<file path="src/rtl/curve_lut_pkg.sv">
package curve_lut_pkg;

    localparam int SrcW = 16;
    localparam logic [SrcW-1:0] FullScale = '1;

    typedef struct packed {
        logic [SrcW-1:0] r;
        logic [SrcW-1:0] g;
        logic [SrcW-1:0] b;
    } rgb16_t;

    typedef enum logic [3:0] {
        ST_IDLE,
        ST_BOUND,
        ST_BWAIT,
        ST_FETCH_A,
        ST_FETCH_B,
        ST_ISSUE,
        ST_IWAIT,
        ST_EMIT,
        ST_FIN
    } eng_state_t;

    function automatic logic [SrcW-1:0] pick(input rgb16_t p, input int k);
        case (k)
            0:       return p.r;
            1:       return p.g;
            default: return p.b;
        endcase
    endfunction

endpackage

</file>
<file path="src/rtl/curve_div.sv">
module curve_div #(
    parameter int NW   = 26,
    parameter int DW   = 10,
    parameter int OW   = 10,
    parameter int OLSB = 0
) (
    input  logic          clk,
    input  logic          rst,
    input  logic          go,
    input  logic [NW-1:0] num,
    input  logic [DW-1:0] den,
    output logic          busy,
    output logic [OW-1:0] quo
);
    localparam int CNTW = $clog2(NW + 1);

    logic [NW-1:0]   q_q;
    logic [DW-1:0]   rem_q;
    logic [DW-1:0]   den_q;
    logic [CNTW-1:0] cnt_q;
    logic [DW:0]     trial;
    logic            fits;

    always_comb begin
        trial = {rem_q, q_q[NW-1]};
        fits  = trial >= {1'b0, den_q};
    end

    always_ff @(posedge clk) begin
        if (rst) begin
            q_q   <= '0;
            rem_q <= '0;
            den_q <= '0;
            cnt_q <= '0;
            busy  <= 1'b0;
        end else if (go && !busy) begin
            q_q   <= num;
            rem_q <= '0;
            den_q <= den;
            cnt_q <= CNTW'(NW);
            busy  <= 1'b1;
        end else if (busy) begin
            q_q   <= {q_q[NW-2:0], fits};
            rem_q <= fits ? DW'(trial - {1'b0, den_q}) : trial[DW-1:0];
            cnt_q <= cnt_q - CNTW'(1);
            if (cnt_q == CNTW'(1)) begin
                busy <= 1'b0;
            end
        end
    end

    assign quo = q_q[OLSB +: OW];

endmodule

</file>
<file path="src/rtl/curve_lane.sv">
module curve_lane
    import curve_lut_pkg::*;
#(
    parameter int CW = 8,
    parameter int DW = 10,
    parameter int NW = 26
) (
    input  logic            clk,
    input  logic            rst,
    input  logic            go,
    input  logic [SrcW-1:0] a,
    input  logic [SrcW-1:0] b,
    input  logic [DW-1:0]   w,
    input  logic [DW-1:0]   j,
    output logic            busy,
    output logic [CW-1:0]   comp
);
    logic [NW-1:0] num;

    // weighted sum of the two end points; never exceeds 65535*w
    always_comb begin
        num = NW'(a) * NW'(w - j) + NW'(b) * NW'(j);
    end

    // quotient fits 16 bits; keep only its top CW bits
    curve_div #(
        .NW  (NW),
        .DW  (DW),
        .OW  (CW),
        .OLSB(SrcW - CW)
    ) u_div (
        .clk (clk),
        .rst (rst),
        .go  (go),
        .num (num),
        .den (w),
        .busy(busy),
        .quo (comp)
    );

endmodule

</file>
<file path="src/rtl/curve_lut.sv">
module curve_lut
    import curve_lut_pkg::*;
#(
    parameter int N_ENTRIES = 256,
    parameter int CW        = 8,
    parameter int MAX_PTS   = 512
) (
    input  logic                         clk,
    input  logic                         rst,
    input  logic                         start,
    input  logic [$clog2(MAX_PTS+1)-1:0] num_pts,
    output logic [$clog2(MAX_PTS)-1:0]   pt_addr,
    input  logic [15:0]                  pt_r,
    input  logic [15:0]                  pt_g,
    input  logic [15:0]                  pt_b,
    output logic                         wr_valid,
    input  logic                         wr_ready,
    output logic [$clog2(N_ENTRIES)-1:0] wr_idx,
    output logic [3*CW-1:0]              wr_data,
    output logic                         done
);
    localparam int IDXW = $clog2(N_ENTRIES);
    localparam int PAW  = $clog2(MAX_PTS);
    localparam int PTW  = $clog2(MAX_PTS + 1);
    localparam int DW   = (IDXW > PTW) ? IDXW : PTW;
    localparam int NW   = SrcW + DW;
    localparam int PW   = 3 * CW;

    eng_state_t     st_q;
    logic [PTW-1:0] npts_q;
    logic [PTW-1:0] seg_q;
    logic           dflt_q;
    logic [DW-1:0]  first_q;
    logic [DW-1:0]  last_q;
    logic [DW-1:0]  j_q;
    rgb16_t         pa_q;
    rgb16_t         pb_q;
    logic [PW-1:0]  out_q;

    rgb16_t         fetched;
    logic [DW-1:0]  width;
    logic           last_seg;
    logic           bdiv_busy;
    logic [DW-1:0]  bquo;
    logic [NW-1:0]  bnum;
    logic [2:0]     lane_busy;
    logic [CW-1:0]  comp [3];

    assign width    = last_q - first_q;
    assign last_seg = (seg_q + PTW'(2)) == npts_q;
    assign bnum     = (NW'(seg_q) + NW'(1)) * NW'(N_ENTRIES - 1);
    assign pt_addr  = (st_q == ST_FETCH_B) ? PAW'(seg_q + PTW'(1)) : PAW'(seg_q);

    always_comb begin
        if (dflt_q) begin
            fetched = (st_q == ST_FETCH_B) ? {3{FullScale}} : '0;
        end else begin
            fetched = '{r: pt_r, g: pt_g, b: pt_b};
        end
    end

    // segment end position: (seg+1)*(N-1)/(L-1)
    curve_div #(
        .NW  (NW),
        .DW  (DW),
        .OW  (DW),
        .OLSB(0)
    ) u_bound (
        .clk (clk),
        .rst (rst),
        .go  (st_q == ST_BOUND),
        .num (bnum),
        .den (DW'(npts_q - PTW'(1))),
        .busy(bdiv_busy),
        .quo (bquo)
    );

    // one interpolation lane per colour component, red first
    for (genvar k = 0; k < 3; k++) begin : g_lane
        curve_lane #(
            .CW(CW),
            .DW(DW),
            .NW(NW)
        ) u_lane (
            .clk (clk),
            .rst (rst),
            .go  (st_q == ST_ISSUE),
            .a   (pick(pa_q, k)),
            .b   (pick(pb_q, k)),
            .w   (width),
            .j   (j_q),
            .busy(lane_busy[k]),
            .comp(comp[k])
        );
    end

    always_ff @(posedge clk) begin
        if (rst) begin
            st_q    <= ST_IDLE;
            npts_q  <= PTW'(2);
            seg_q   <= '0;
            dflt_q  <= 1'b0;
            first_q <= '0;
            last_q  <= '0;
            j_q     <= '0;
            pa_q    <= '0;
            pb_q    <= '0;
            out_q   <= '0;
        end else begin
            case (st_q)
                ST_IDLE: begin
                    if (start) begin
                        seg_q   <= '0;
                        first_q <= '0;
                        dflt_q  <= num_pts < PTW'(2);
                        if (num_pts < PTW'(2)) begin
                            npts_q <= PTW'(2);
                        end else if (num_pts > PTW'(MAX_PTS)) begin
                            npts_q <= PTW'(MAX_PTS);
                        end else begin
                            npts_q <= num_pts;
                        end
                        st_q <= ST_BOUND;
                    end
                end
                ST_BOUND: st_q <= ST_BWAIT;
                ST_BWAIT: begin
                    if (!bdiv_busy) begin
                        last_q <= bquo;
                        if (bquo == first_q) begin
                            if (last_seg) begin
                                st_q <= ST_FIN;
                            end else begin
                                seg_q <= seg_q + PTW'(1);
                                st_q  <= ST_BOUND;
                            end
                        end else begin
                            st_q <= ST_FETCH_A;
                        end
                    end
                end
                ST_FETCH_A: begin
                    pa_q <= fetched;
                    st_q <= ST_FETCH_B;
                end
                ST_FETCH_B: begin
                    pb_q <= fetched;
                    j_q  <= '0;
                    st_q <= ST_ISSUE;
                end
                ST_ISSUE: st_q <= ST_IWAIT;
                ST_IWAIT: begin
                    if (lane_busy == 3'b000) begin
                        out_q <= {comp[0], comp[1], comp[2]};
                        st_q  <= ST_EMIT;
                    end
                end
                ST_EMIT: begin
                    if (wr_ready) begin
                        if (j_q == width) begin
                            first_q <= last_q;
                            if (last_seg) begin
                                st_q <= ST_FIN;
                            end else begin
                                seg_q <= seg_q + PTW'(1);
                                st_q  <= ST_BOUND;
                            end
                        end else begin
                            j_q  <= j_q + DW'(1);
                            st_q <= ST_ISSUE;
                        end
                    end
                end
                ST_FIN:  st_q <= ST_IDLE;
                default: st_q <= ST_IDLE;
            endcase
        end
    end

    assign wr_valid = (st_q == ST_EMIT);
    assign wr_idx   = IDXW'(first_q + j_q);
    assign wr_data  = out_q;
    assign done     = (st_q == ST_FIN);

endmodule

</file>
<file path="config.mk">
export PLATFORM = sky130hd
export DESIGN_NAME = curve_lut
export DESIGN_NICKNAME = d
export VERILOG_FILES = /design/src/rtl/curve_lut_pkg.sv /design/src/rtl/curve_div.sv /design/src/rtl/curve_lane.sv /design/src/rtl/curve_lut.sv
export SDC_FILE = /design/constraint.sdc
export NUM_CORES = 2
export LEC_CHECK = 0
export ABC_CLOCK_PERIOD_IN_PS = 25100
export BUFFER_PORTS_ARGS = -buffer_cell sky130_fd_sc_hd__buf_2
export CAP_MARGIN = 10
export CORE_MARGIN = 8
export CORE_UTILIZATION = 50
export DETAILED_ROUTE_END_ITERATION = 12
export PLACE_DENSITY = 0.72
export SLEW_MARGIN = 20
export SYNTH_ARGS = -nofsm -noshare
export SYNTH_HDL_FRONTEND = slang
export SYNTH_HIERARCHICAL = 1
export SYNTH_SLANG_ARGS = --single-unit
</file>
<file path="constraint.sdc">
create_clock -name clk -period 25.1 [get_ports clk]
set_clock_uncertainty 0.15 [all_clocks]
set_input_delay 1.255 -clock clk [delete_from_list [all_inputs] [get_ports clk]]
set_output_delay 1.255 -clock clk [all_outputs]
set_load 0.1 [all_outputs]
</file>
# ---- Yosys cells after proc, flatten, opt, wreduce, memory -nomap -nowiden
# Cells that the tools add are included.
dict set report classes {
  add_sub_neg 19
  mul 7
  n_lt_le_gt_ge 6
  eq_ne 22
  n_mux 58
  n_bitwise 1
  n_reduce_logical 28
}
# operator n
set ops {}
lappend ops {{26-bit 2-to-1 mux} 8}
lappend ops {{10-bit 2-to-1 mux} 16}
lappend ops {{48-bit 2-to-1 mux} 2}
lappend ops {{26-bit adder} 3}
lappend ops {{16-bit by 10-bit multiplier with 26-bit output} 3}
lappend ops {{16-bit by 26-bit multiplier with 26-bit output} 3}
lappend ops {{10-bit subtractor} 5}
lappend ops {{11-bit by 10-bit >= comparator with 1-bit output} 4}
lappend ops {{5-bit 2-to-1 mux} 8}
lappend ops {{10-bit one-hot mux with 2 select lines} 2}
lappend ops {{4-bit one-hot mux with 8 select lines} 1}
lappend ops {{10-bit equality test} 3}
lappend ops {{10-bit one-hot mux with 3 select lines} 1}
lappend ops {{4-bit 2-to-1 mux} 7}
lappend ops {{10-bit by 1-bit adder with 10-bit output (second input constant)} 2}
lappend ops {{5-bit by 1-bit equality test with 1-bit output (second input constant)} 4}
lappend ops {{5-bit by 1-bit subtractor with 5-bit output (second input constant)} 4}
lappend ops {{11-bit by 8-bit multiplier with 19-bit output (second input constant)} 1}
lappend ops {{4-bit by 3-bit equality test with 1-bit output (second input constant)} 4}
lappend ops {{1-bit 2-to-1 mux} 12}
lappend ops {{2-bit nonzero test} 6}
lappend ops {{10-bit by 1-bit adder with 11-bit output (second input constant)} 1}
lappend ops {{10-bit by 10-bit subtractor with 11-bit output} 1}
lappend ops {{10-bit by 2-bit adder with 10-bit output (second input constant)} 1}
lappend ops {{21 further kinds} 39}
dict set report totals {
  regBits 383
  out_inout_bits 43
  elab_cells 179
}

# ---- Longest topological paths before layout
dict set report logic_depth {
  ltp_word 6
  depth_mapped 42
  mapped_depth_nobuf 41
}

# ---- Cells and area by module
# Netlist, hierarchy kept.
# module instances cells_each area_each_um2 seq_area_each_um2
set modules_own_cells {}
lappend modules_own_cells {{curve_lane at g_lane[0].u_lane} 1 1351 11731.3 0.0}
lappend modules_own_cells {{curve_lane at g_lane[2].u_lane} 1 1326 11669.9 0.0}
lappend modules_own_cells {{curve_lane at g_lane[1].u_lane} 1 1318 11526.1 0.0}
lappend modules_own_cells {curve_lut 1 1341 10751.6 3503.4}
lappend modules_own_cells {{curve_div at g_lane[0].u_lane.u_div ...} 3 378 2996.6 1041.0}
lappend modules_own_cells {{curve_div at u_bound} 1 380 3011.6 1041.0}

# ---- Worst setup path after synthesis
# OpenSTA, ideal clock, no wires.
dict set report synth_path {
  path_kind {register to register}
  startpoint {reg first_q[0]}
  endpoint {reg g_lane[0].u_lane.u_div.q_q[22]}
  arrival_ns 8.777
  required_ns 24.822
  setup_slack_ns 16.045
  stages_incl_launch_ff 39
  path_buffers 1
  cell_sequence {dfxtp_1 > ha_1 > inv_1 > fa_1 > a21o_1 > a221oi_1 > a21oi_1 > xor2_1 > ha_1 > nor2_1 > nor2_1 > o41ai_4 > xnor2_2 > buf_6 > and2_4 > fa_1 > inv_1 > fa_1 > (+3 left out) > fa_1 > inv_1 > fa_1 > fa_1 > inv_1 > fa_1 > inv_1 > ha_1 > and3_1 > a311o_1 > o21ai_2 > o21ai_2 > a31oi_1 > xnor2_1 > mux2i_1 > nor2_1 > a21oi_1 > nor2_1}
}
dict set report synth_via {
  elab_chain_cells 5
}
# element line
set synth_lines {}
lappend synth_lines {{from (decl)} curve_lut.sv:33} ;# logic [DW-1:0] first_q;
lappend synth_lines {{from (signal assigned)} curve_lut.sv:161} ;# first_q <= last_q;
lappend synth_lines {{10-bit subtractor} curve_lut.sv:49} ;# assign width = last_q - first_q;
lappend synth_lines {{named net width[8]} curve_lut.sv:41} ;# logic [DW-1:0] width;
lappend synth_lines {{10-bit by 10-bit subtractor with 11-bit output} curve_lane.sv:22} ;# num = NW'(a) * NW'(w - j) + NW'(b) * NW'(j);
lappend synth_lines {{16-bit by 26-bit multiplier with 26-bit output} curve_lane.sv:22}
lappend synth_lines {{26-bit adder} curve_lane.sv:22}
lappend synth_lines {{named net g_lane[0].u_lane.num[22]} curve_lane.sv:18} ;# logic [NW-1:0] num;
lappend synth_lines {{26-bit 2-to-1 mux} curve_div.sv:36} ;# end else if (go && !busy) begin
lappend synth_lines {{to (signal assigned)} curve_div.sv:37} ;# q_q <= num;
lappend synth_lines {{to (signal assigned)} curve_div.sv:43} ;# q_q <= {q_q[NW-2:0], fits};
lappend synth_lines {{to (decl)} curve_div.sv:17} ;# logic [NW-1:0] q_q;
# The timed path passes the listed nets, and every way through them passes these cells.
# A chain may end at the register's enable or synchronous reset.

# ---- Worst setup path in the final report
dict set report layout_path {
  startpoint {reg first_q[0]}
  endpoint {reg g_lane[1].u_lane.u_div.q_q[22]}
}
dict set report layout_via {
  elab_chain_cells 5
}
# element line
set layout_lines {}
lappend layout_lines {{10-bit subtractor} curve_lut.sv:49}
lappend layout_lines {{named net width[6]} curve_lut.sv:41}
lappend layout_lines {{10-bit by 10-bit subtractor with 11-bit output} curve_lane.sv:22}
lappend layout_lines {{16-bit by 26-bit multiplier with 26-bit output} curve_lane.sv:22}
lappend layout_lines {{26-bit adder} curve_lane.sv:22}
lappend layout_lines {{named net g_lane[1].u_lane.num[22]} curve_lane.sv:18}
lappend layout_lines {{26-bit 2-to-1 mux} curve_div.sv:36}
lappend layout_lines {{to (signal assigned)} curve_div.sv:37}
lappend layout_lines {{to (signal assigned)} curve_div.sv:43}
lappend layout_lines {{to (decl)} curve_div.sv:17}
# The timed path passes the listed nets, and every way through them passes these cells.

==> flow_metrics.tcl <==
set metrics [dict create \
    cellPowerDensity_nw_per_um2 93.9 \
    wl_um 147000 \
    grt_max_degree 150 \
    track_usage_pct 23.5 \
    netlist_instances 6850 \
    power_uw 5680 \
    drive_gt1_share_pct 5.67 \
    clkTransAtPathRegs_ns 0.06 \
    drc 0 \
    fin_util_pct 52.9 \
    max_freq_mhz 97.3 \
    leakage_uw 0.0284 \
    synth-compound-area-share_pct 9.33 \
    synthTopCellsByArea "fa_1, dfxtp_1, ha_1" \
    yosysTopAreaCellShare_pct 30.9 \
    syn_area_per_cell_um2 8.42 \
    setup_slack_ns 14.83 \
    vias 45300 \
    core_area_um2 114000 \
    sw_frac_of_total_pct 52.8 \
    critPathMaxStageDelay_ns 0.56 \
    p_clk_share_pct 13.1 \
    cts_buffers 49 \
    worstSetupEndpointType "flip-flop" \
    grt_pass1_vias 47500 \
    cts_setup_buffers 0 \
    grt_pass1_wl_um 245000 \
    portBuffers 104 \
    die_height_um 356 \
    drt-vias-per-instance 5.51 \
    worst_path_most_repeated_cell "fa_1" \
    whs_ns 0.299 \
    ys_types 108 \
    wire_per_inst_um 17.9 \
    worstSetupPathType "reg2reg" \
    report.final.setup_viol 0 \
    cts_tree "done" \
    synth_edf_count 0 \
    initialDrtViolationCount 3158 \
    period_share_pct 40.9 \
    areaGrowthSynthToFinish_pct 4.87 \
    ys_async_sr_fraction_pct 0 \
    rows 124 \
    ys_warn_count 6 \
    ys_seq_area_share_pct 13.3 \
    critPathSlowestCell "xnor2_2" \
    max_slew.worst_pin.slew_ns 1.15 \
    rr_worst_depth 36 \
    p_comb_share_pct 73.1 \
    synth_common_cells "inv_1, fa_1, nand2_1" \
    clockBufferDepth 3 \
    vdd_drop_max_mv 0.0961 \
    hold_viol 0 \
    die_x_um 356 \
    cp_max_fo 16 \
    startpoint_type "flip-flop" \
    tns_ns 0 \
    clk_latency_ns 0.66 \
    antenna_found_initial 3 \
    synth_top_family_by_area "adder cells" \
    cts_hold_buf 0 \
    yosys.area_share.simple_pct 18.8 \
    dr.pass1.iters 5 \
    ys_ff_latch 383 \
    antenna_violating_nets_post_route 0 \
    cp.required_ns 25.45 \
    dp_slack_ns 14.90 \
    synth_top_area_cell "fa_1" \
    clock-sinks 383 \
    gr-total-overflow 0 \
    ios 105 \
    status "finished clean" \
    drv_cap 0 \
    hp-class "reg2reg" \
    maxSlewViolCount 0 \
    synth-xor-area-share_pct 3.52 \
    ctsResizeCount 0 \
    syn_area_um2 57700 \
    p_switching_uw 3000 \
    period_minus_slack_ns 10.27 \
    muxShareOfSynthArea_pct 2.21 \
    maxSlewHeadroom_pct 23.1 \
    cts_root_buffer "clkbuf_16" \
    layout.nets 8101 \
    h-tree-depth 2 \
    power_frac_seq_pct 13.8 \
    whs_path_depth 2 \
    synth_top_flop_cell "dfxtp_1" \
    internal_power_uw 2680 \
    gp_congestion 0.895 \
    synthAdderAreaFrac_pct 41.5 \
    rsz0062_at_grt "false" \
    die_area_um2 126000 \
    cp_data_arrival_time_ns 10.63 \
    initial_core_util_pct 50.4 \
    yosys.cell_count.top_type "inv_1" \
    place_hpwl_um 113000 \
]
[cells in the final DEF (no fill, tap or decap), types with 101 or more instances in the layout]
master,instances
o21ai_0,122
nand2_1,687
mux2i_1,122
nor3_1,210
ha_1,489
and2_1,451
inv_1,1259
buf_2,103
a21oi_1,347
nor2_1,507
nand3_1,101
fa_1,889
xnor2_1,137
dfxtp_1,368
[cell families after synthesis]
family                   after synthesis
other                                  1
multiplexers                         127
adder cells (fa/ha/maj)             1378
AND/OR/NAND/NOR                     2245
flip-flops                           383
XOR/XNOR                             225
buffers and inverters               1664
AO/OA/AOI/OAI                        827
[per-stage QoR]
step | instance area, µm² | std cells
after floorplan | 57700 | 6856
after global placement | 58800 | 8121
after detailed placement | 58800 | 8121
after CTS | 60400 | 8211
after global routing | 60500 | 8213
final | 60500 | 8215
[sequential cells by signal, indices dropped and copies added (netlist names), 15 cells and up]
register / cells
g_lane.u_lane/u_div/cnt_q: 15
g_lane.u_lane/u_div/den_q: 30
g_lane.u_lane/u_div/q_q: 78
g_lane.u_lane/u_div/rem_q: 30
pa_q: 48
pb_q: 48
u_bound/q_q: 26
wr_data: 24
[critical path: cells and delay by family, from the launching register on]
| kind | cells | cell delay, ns |
|---|---|---|
| simple gates | 4 | 0.63 |
| flops | 1 | 0.41 |
| xor+xnor | 3 | 1.10 |
| mux | 1 | 0.13 |
| buf+inv | 6 | 0.31 |
| compound gates | 11 | 2.53 |
| fa+ha+maj | 11 | 4.83 |
[area by class of cell]
type,instances,area (µm²)
Sequential cell,383,7690
Antenna cell,3,7.51
Tap cell,1512,1890
Multi-Input combinational cell,4809,43600
Clock buffer,66,1370
Timing Repair Buffer,157,953
Inverter,1261,4730
Clock inverter,24,294
Fill cell,10600,53900
[worst paths after layout]
kind | start | end | slack [ns]
setup reg to reg | first_q[0] | g_lane[1].u_lane/u_div/q_q[22] | 14.83
setup / recovery | first_q[0] | g_lane[1].u_lane/u_div/q_q[22] | 14.83
hold reg to reg | wr_data[7] | wr_data[7] | 0.30
hold / removal | wr_data[7] | wr_data[7] | 0.30
[layer usage]
metal	vias to the layer above	GRT usage [%]	share of wire (%)
met4	0	8.55	3.8
li1	21000	-	-
met2	1409	39.2	47
met1	22500	30.6	42
met5	-	0	0
met3	312	3.83	6.9
[power groups by stage]
| stage | logic, µW | clock network (µW) | registers [µW] |
|---|---|---|---|
| 6_report | 4150 | 742 | 786 |
| 4_1_cts | 4170 | 762 | 782 |
| 3_5_place_dp | 4140 | 0 | 795 |
| 3_3_place_gp | 4010 | 0 | 792 |
| 5_1_grt | 4740 | 781 | 794 |
| 2_1_floorplan | 3230 | 0 | 702 |
Note: power is estimated with default switching activity, not from simulation.
